$ cat src/rtl/stack_pkg.sv
package stack_pkg;
  typedef enum logic [1:0] {
    OP_IDLE = 2'd0,
    OP_PUSH = 2'd1,
    OP_POP  = 2'd2
  } stack_op_e;
endpackage

$ cat src/rtl/stack_arbiter.sv
module stack_arbiter
  import stack_pkg::*;
(
  input  logic      push_vld,
  input  logic      pop_req,
  input  logic      full,
  input  logic      empty,
  output stack_op_e op,
  output logic      reject
);
  // pop has priority; a push that collides with any pop request is dropped
  always_comb begin
    op     = OP_IDLE;
    reject = 1'b0;
    if (pop_req) begin
      if (empty) reject = 1'b1;
      else       op     = OP_POP;
      if (push_vld) reject = 1'b1;
    end else if (push_vld) begin
      if (full) reject = 1'b1;
      else      op     = OP_PUSH;
    end
  end
endmodule

$ cat src/rtl/stack_ptr.sv
module stack_ptr
  import stack_pkg::*;
#(
  parameter int PTR_W = 6
) (
  input  logic             clk,
  input  logic             rst_n,
  input  stack_op_e        op,
  output logic [PTR_W-1:0] sp,
  output logic [PTR_W-1:0] wr_addr,
  output logic             full,
  output logic             empty
);
  logic [PTR_W-1:0] sp_inc;
  logic [PTR_W-1:0] sp_dec;

  assign sp_inc  = sp + PTR_W'(1);
  assign sp_dec  = sp - PTR_W'(1);
  assign wr_addr = sp_inc;

  always_ff @(posedge clk) begin
    if (!rst_n) begin
      sp    <= '0;
      full  <= 1'b0;
      empty <= 1'b1;
    end else begin
      unique case (op)
        OP_PUSH: begin
          sp    <= sp_inc;
          full  <= (sp_inc == '0);
          empty <= 1'b0;
        end
        OP_POP: begin
          sp    <= sp_dec;
          empty <= (sp_dec == '0);
          full  <= 1'b0;
        end
        default: ;
      endcase
    end
  end
endmodule

$ cat src/rtl/stack_regfile.sv
module stack_regfile #(
  parameter int WIDTH = 16,
  parameter int PTR_W = 6
) (
  input  logic             clk,
  input  logic             we,
  input  logic [PTR_W-1:0] waddr,
  input  logic [WIDTH-1:0] wdata,
  input  logic [PTR_W-1:0] raddr,
  output logic [WIDTH-1:0] rdata
);
  localparam int DEPTH = 1 << PTR_W;

  logic [WIDTH-1:0] cells [DEPTH];

  for (genvar i = 0; i < DEPTH; i++) begin : g_cell
    logic [WIDTH-1:0] q;
    always_ff @(posedge clk) begin
      if (we && (waddr == PTR_W'(i))) q <= wdata;
    end
    assign cells[i] = q;
  end

  assign rdata = cells[raddr];
endmodule

$ cat src/rtl/lifo_regstack.sv
module lifo_regstack
  import stack_pkg::*;
#(
  parameter int WIDTH = 16,
  parameter int PTR_W = 6
) (
  input  logic             clk,
  input  logic             rst_n,
  input  logic             push_vld,
  input  logic [WIDTH-1:0] push_data,
  input  logic             pop_req,
  output logic             pop_vld,
  output logic [WIDTH-1:0] pop_data,
  output logic             full,
  output logic             empty,
  output logic             err
);
  stack_op_e        op;
  logic             reject;
  logic [PTR_W-1:0] sp_q;
  logic [PTR_W-1:0] wr_addr;
  logic [WIDTH-1:0] top_word;

  stack_arbiter u_arb (
    .push_vld (push_vld),
    .pop_req  (pop_req),
    .full     (full),
    .empty    (empty),
    .op       (op),
    .reject   (reject)
  );

  stack_ptr #(.PTR_W(PTR_W)) u_ptr (
    .clk     (clk),
    .rst_n   (rst_n),
    .op      (op),
    .sp      (sp_q),
    .wr_addr (wr_addr),
    .full    (full),
    .empty   (empty)
  );

  stack_regfile #(.WIDTH(WIDTH), .PTR_W(PTR_W)) u_rf (
    .clk   (clk),
    .we    (op == OP_PUSH),
    .waddr (wr_addr),
    .wdata (push_data),
    .raddr (sp_q),
    .rdata (top_word)
  );

  always_ff @(posedge clk) begin
    if (!rst_n) begin
      pop_vld  <= 1'b0;
      pop_data <= '0;
      err      <= 1'b0;
    end else begin
      pop_vld <= (op == OP_POP);
      err     <= reject;
      if (op == OP_POP) pop_data <= top_word;
    end
  end
endmodule

$ cat config.mk
export PLATFORM = sky130hd
export DESIGN_NAME = lifo_regstack
export DESIGN_NICKNAME = d
export VERILOG_FILES = /design/src/rtl/stack_pkg.sv /design/src/rtl/stack_arbiter.sv /design/src/rtl/stack_ptr.sv /design/src/rtl/stack_regfile.sv /design/src/rtl/lifo_regstack.sv
export SDC_FILE = /design/constraint.sdc
export NUM_CORES = 1
export LEC_CHECK = 0
export CORE_ASPECT_RATIO = 0.7
export CORE_MARGIN = 1.5
export CORE_UTILIZATION = 60
export CTS_BUF_LIST = sky130_fd_sc_hd__clkbuf_2
export DETAILED_ROUTE_END_ITERATION = 7
export PLACE_DENSITY = 0.79
export SYNTH_ARGS = -nofsm -noshare
export SYNTH_HDL_FRONTEND = slang
export SYNTH_HIERARCHICAL = 1
export SYNTH_SLANG_ARGS = --single-unit
$ cat constraint.sdc
create_clock -name clk -period 9.75 [get_ports clk]
set_clock_uncertainty 0.05 [all_clocks]
set_input_delay 2.925 -clock clk [delete_from_list [all_inputs] [get_ports clk]]
set_output_delay 2.925 -clock clk [all_outputs]
set_load 0.05 [all_outputs]
==> results of run 1 <==
## synth_stat cells, drive strengths merged, types with 13 or more instances
cell       n
a22oi     61
mux4     223
a221oi    21
nor2b     34
buf       74
a21oi     13
nand2     65
a311oi    13
nand3     37
nor2      85
clkbuf    40
mux2i    109
edfxtp  1024
dfxtp     26
## stage by stage
step	power [uW]	hold WS [ns]
2_1_floorplan	5608	0.4918
3_3_place_gp	5858	0.3942
3_5_place_dp	5878	0.4012
4_1_cts	8487	0.4253
5_1_grt	8744	0.4357
6_report	8438	0.4265
## sequential cells by signal, summed over array words and instances, names as in the netlist
signal         cells
u_ptr/empty        1
u_ptr/full         1
err                1
u_ptr/sp           6
pop_vld            1
pop_data          16
u_rf/g_cell.q   1024
## final cells by class
| cell class | count | area [um2] | area share (%) |
|---|---|---|---|
| diodes | 5 | 12.51 | 0.02815 |
| clock buffers | 361 | 1807 | 4.064 |
| clock inverters | 47 | 250.2 | 0.5629 |
| inverters | 4 | 15.01 | 0.03378 |
| multi-input cells | 781 | 8904 | 20.03 |
| flip-flops and latches | 1050 | 31280 | 70.37 |
| well taps | 891 | 1115 | 2.508 |
| repair buffers | 135 | 1069 | 2.404 |
## worst min path at each step
| stage | startpoint | to | cells past startpoint |
|---|---|---|---|
| 6_report | pop_data[7] | pop_data[7] | 2 |
| 2_1_floorplan | u_ptr/sp[5] | u_ptr/sp[5] | 2 |
| 3_5_place_dp | pop_data[11] | pop_data[11] | 2 |
| 4_1_cts | pop_data[7] | pop_data[7] | 2 |
| 5_1_grt | pop_data[4] | pop_data[4] | 2 |
| 3_3_place_gp | pop_data[9] | pop_data[9] | 2 |
## metal layers
| layer | vias to the layer above | global-route usage, % | share of wire [%] |
|---|---|---|---|
| met5 | - | 0 | 0 |
| met4 | 0 | 10.51 | 2.9 |
| met3 | 192 | 8.632 | 13 |
| met2 | 1540 | 39.11 | 45 |
| met1 | 10800 | 42.10 | 39 |
| li1 | 8777 | - | - |
## cell families after synthesis
| family | after synthesis |
|---|---|
| AOI/OAI and AO/OA | 157 |
| buffers and inverters | 118 |
| muxes | 343 |
| and+or+nand+nor | 268 |
| xor gates and xnor gates | 8 |
| adders and majority gates | 5 |
| DFF | 1050 |
## power by group through the flow
stage,Clock (uW),Combinational (uW),Sequential (uW)
after floorplan,0,518,5090
after global placement,0,764,5090
after detailed placement,0,783,5100
after CTS,2710,784,4990
after global routing,2920,828,5000
final,2650,793,4990
==> run metrics, run 1 <==
CP max FO 4; iteration count of the initial detailed-routing pass 6; drt first-iter violations 2939; Area contributors post-synth edfxtp_1 75%, mux4_2 12%, mux2i_1 2.7%; Syn Nets 1974; Max stage delay on crit path between 0.8 and 0.9 ns; CP Capture Type output pin; adder-cell share of the synthesized area 0.1529%; Cells after DPL 2861; Overflow after GRT 0; f_max 0.1741 GHz; Final nets 2221; sequence of cells on the critical path clkdlybuf4s50_1; Crit Path Class reg2out; WL/cell a little under 30 um; CP required 6.78 ns; CTS Sinks between 1000 and 1500; Startpoint Class register; post-layout minimum cycle time 5.744 ns; Int Pwr 6296 uW; Rel. slew slack 11.18%; share of the synthesized area in the top cell type 75.17%; commonest non-fill, non-tap cell in the layout edfxtp_1; Max Cap Viol 0; critical path depth 1; Period Utilization, post-route 58.91%; area leader, netlist edfxtp_1; reg2reg end pop_data[0]; Synth Area in Compound Gates 2.949%; unrepaired setup endpoints after global routing no; Total Wirelength between 90000 and 100000 um; Non-Filler Instances ~3300; top_reg_cell synth edfxtp_1; Clock Root Buffer clkbuf_2; core footprint 66920 um2; Residual DRC 0; Switching Share 25.39%; xor/xnor share of the synthesized area 0.1713%; Worst EP arrival 2.77 ns; gr usage total 28.02%; Final Hold Viols 0; # resized after CTS 0; post-detail-place hpwl 55200 um; CTS Buf Count 224; vias per cell ~6.5; commonest cells after routing, fill and taps aside 1024 x edfxtp_1, 361 x clkbuf_2, 223 x mux4_2; Worst Setup SP u_ptr/full; Cells after Synth approximately 1900; initial core utilization 61.13%; Total Negative Setup Slacks 0 ns; mux share of post-synthesis cell area 15.25%; CP endpoint full; vias in the first global route 21070; initial antenna violation count 2; Setup WS pre-CTS 3.756 ns; Buf/Inv on CP 1; Filler Cells Inserted 4192; Post-Synth Simple-Gate Area 3.245%; CP top delay family buffers and inverters; R2R Setup Slk 5.00 ns; reg2reg start u_ptr/sp[2]; net load switching power 2142 uW; critical path's slowest cell clkdlybuf4s50_1; share of layout cells above drive strength 1 31.08%; Die Span Y 221.5 um; CTS max path bufs 3; Flop pwr share 59.2%; Unique masters post-synth 59; # setup viols final 0; combinational fraction of design power 9.4%; mapped cell area around 41000 um2; DR vias 21300; routability cong. 0.8918; DP Area between 40000 and 50000 um2; I/O Buffers 39; Post-CTS Repair Setup Buffers 0; P&R area growth vs syn 8.671%; final worst setup slack 4.006 ns; I/O Pins 40; Post-Layout Inst Area 44450 um2; H-Tree Level Count 4; Synth Register Bits ~1100; IR drop worst, VDD 0.1268 mV; Post-synth ARST share 0%; Worst-Margin Slew 1.332 ns; status finished clean; pin count of the biggest net entering global routing 108; TritonCTS clock tree done; num rows 79; hold buffer count at cts 0; Leak 0.01399 uW; Slew Viols, Final 0; first-pass GRT wire length 139800 um; Clock transition at path regs 0.12 ns; Clock Latency Late Sink 1.42 ns; Util after Layout 66.43%; largest family of logic cells by synthesized area multiplexers; pwr/cell area between 150 and 200 nW/um2; Chip Width 315.1 um; sequential cell area fraction in the yosys report between 70% and 80%; Hold Crit Class reg2reg; R2R depth 8; yosys warns 6; die area 69780 um2; average cell area after synthesis ~21 um2; Post-synth EDFFs 1024; part of the power in the clock network 31.4%; Routed Antenna Nets 0
Note: power is estimated with default switching activity, not from simulation.
==> run 2, diff against run 1 <==
==> constraint.sdc (replaced) <==
create_clock -name clk -period 5.9 [get_ports clk]
set_clock_uncertainty 0.05 [all_clocks]
set_input_delay 1.77 -clock clk [delete_from_list [all_inputs] [get_ports clk]]
set_output_delay 1.77 -clock clk [all_outputs]
set_load 0.05 [all_outputs]
==> run 2 against run 1 <==
Net effect:
- critical path depth is the same
- combinational power grew 68%
- hold slack lost 0.011 ns
- via count grew 0.69%
- sequential share of layout area grew 0.18 points
- critical path type unchanged
- highest routed layer is now met5
==> run metrics, run 2 (synthesis gave the netlist of run 1 again) <==
status finished clean (unchanged); WL/cell 29.96 um (was 29.12 um); post-detail-place hpwl 59200 um (was 55200 um); routability cong. 0.9503 (was 0.8918); Slew Viols, Final 0 (unchanged); # setup viols final 0 (unchanged); CP Capture Type output pin (unchanged); f_max 0.2159 GHz; vias per cell 6.590 (was 6.507); Crit Path Class reg2out (unchanged); I/O Buffers 39 (unchanged); critical path's slowest cell clkdlybuf4s50_1 (unchanged); pwr/cell area 310.1 nW/um2 (was 189.8 nW/um2); Chip Width 315.1 um (unchanged); Clock Latency Late Sink 1.48 ns (was 1.42 ns); Hold Crit Class reg2reg (unchanged); Final Hold Viols 0 (unchanged); Routed Antenna Nets 0 (unchanged); DR vias 21450 (was 21300); gr usage total 28.58% (was 28.02%); post-layout minimum cycle time 4.632 ns; Die Span Y 221.5 um (unchanged); num rows 79 (unchanged); first-pass GRT wire length 140800 um (was 139800 um); Leak 0.01386 uW (was 0.01399 uW); Total Negative Setup Slacks 0 ns (unchanged); Final nets 2223 (was 2221); core footprint 66920 um2 (unchanged); die area 69780 um2 (unchanged); initial antenna violation count 3 (was 2); met3 WL 14620 um (was 12660 um); initial core utilization 61.13% (unchanged); WL met1 38050 um (was 37360 um); Max Cap Viol 0 (unchanged); Rel. slew slack 15.49% (was 11.18%); Clock transition at path regs 0.12 ns (about the same); pin count of the biggest net entering global routing 106 (was 108); Non-Filler Instances 3255 (was 3274); CP top delay family buffers and inverters (unchanged); Period Utilization, post-route about four fifths; Residual DRC 0 (unchanged); H-Tree Level Count 4 (unchanged); IR drop worst, VDD 0.2276 mV (was 0.1268 mV); leading registers by flop count u_rf/g_cell.q x1024, pop_data x16, u_ptr/sp x6 (unchanged); commonest non-fill, non-tap cell in the layout edfxtp_1 (unchanged); drt first-iter violations 3620 (was 2939); Total Wirelength 97530 um (was 95330 um); Clock Root Buffer clkbuf_2 (unchanged); Worst-Margin Slew 1.265 ns (was 1.332 ns); Post-CTS Repair Setup Buffers 0 (unchanged); TritonCTS clock tree done (unchanged); I/O Pins 40 (unchanged); Startpoint Class register (unchanged); Reg with most FFs u_rf/g_cell.q (unchanged); hold buffer count at cts 0 (unchanged); P&R area growth vs syn 8.393% (was 8.671%); Max stage delay on crit path 0.86 ns (about the same); Overflow after GRT 0 (unchanged); share of layout cells above drive strength 1 29.83% (was 31.08%); Cells after DPL 2866 (was 2861); Buf/Inv on CP 1 (unchanged); unrepaired setup endpoints after global routing no (unchanged); vias in the first global route 20810 (was 21070); max reg flops 1024 (unchanged); Highest Signal Layer met5 (was met4); Filler Cells Inserted 4251 (was 4192); iteration count of the initial detailed-routing pass 8 (was 6); Worst EP arrival 2.81 ns (was 2.77 ns); # resized after CTS 0 (unchanged); CTS max path bufs 3 (unchanged); commonest cells after routing, fill and taps aside 1024 x edfxtp_1, 327 x clkbuf_2, 223 x mux4_2 (was 1024 x edfxtp_1, 361 x clkbuf_2, 223 x mux4_2); CP max FO 4 (unchanged); CTS Buf Count 221 (was 224); CTS Sinks 1050 (unchanged); CP required 4.08 ns (was 6.78 ns); sequence of cells on the critical path clkdlybuf4s50_1 (unchanged); routed wl met2 42040 um (was 42510 um)
-- run 2: cell count changes in the layout (fill, tap and decap cells not counted), sizes merged --
cell,before,now
inv,10,5
bufinv,2,1
clkbuf,361,327
clkinv,35,52
buf,112,117
diode,5,4
-- run 2: cell type report --
type	count	area, um2	area share (%)
Multi-Input combinational cell	781	8904	20.08
Timing Repair Buffer	140	1101	2.483
Inverter	4	15.01	0.03386
Antenna cell	4	10.01	0.02257
Tap cell	891	1115	2.514
Clock buffer	327	1637	3.691
Clock inverter	58	276.5	0.6236
Sequential cell	1050	31280	70.55
-- run 2: tightest hold or removal path, delay by kind of cell (launching register included) --
| family | cells | cell delay (ns) |
|---|---|---|
| flip-flops | 1 | 0.33 |
| AND/OR/NAND/NOR | 1 | 0.05 |
| multiplexers | 1 | 0.05 |
-- run 2: worst paths after layout --
check,start,endpoint,slack [ns],depth (start not counted)
max,u_ptr/full,full,1.27,1
min,pop_data[4],pop_data[4],0.42,2
max reg2reg,u_ptr/sp[2],pop_data[10],1.71,7
min reg2reg,pop_data[4],pop_data[4],0.42,2
-- run 2: where the power goes --
group	switching (uW)	total [uW]	internal [uW]
clock network	2650	4170	1520
logic	815	1330	512
registers	50.4	8250	8200
total	3520	13700	10200
-- run 2: through the flow --
| stage | setup slack, ns | hold WS [ns] | util (%) | area (um2) | total power, uW |
|---|---|---|---|---|---|
| after global placement | 1.270 | 0.3940 | 63.39 | 42420 | 9704 |
| after global routing | 1.156 | 0.4311 | 66.26 | 44340 | 14220 |
| after detailed placement | 1.114 | 0.4004 | 63.39 | 42420 | 9728 |
| after floorplan | 1.678 | 0.4918 | - | 40910 | 9268 |
| after CTS | 1.164 | 0.4192 | 66.25 | 44330 | 13810 |
| final | 1.268 | 0.4157 | 66.26 | 44340 | 13750 |
-- run 2: metal layers --
layer | vias to the layer above | GRT usage, %
met5 | - | 0
met4 | 2 | 10.69
met3 | 200 | 9.944
met2 | 1649 | 38.38
met1 | 10850 | 43.61
li1 | 8748 | -
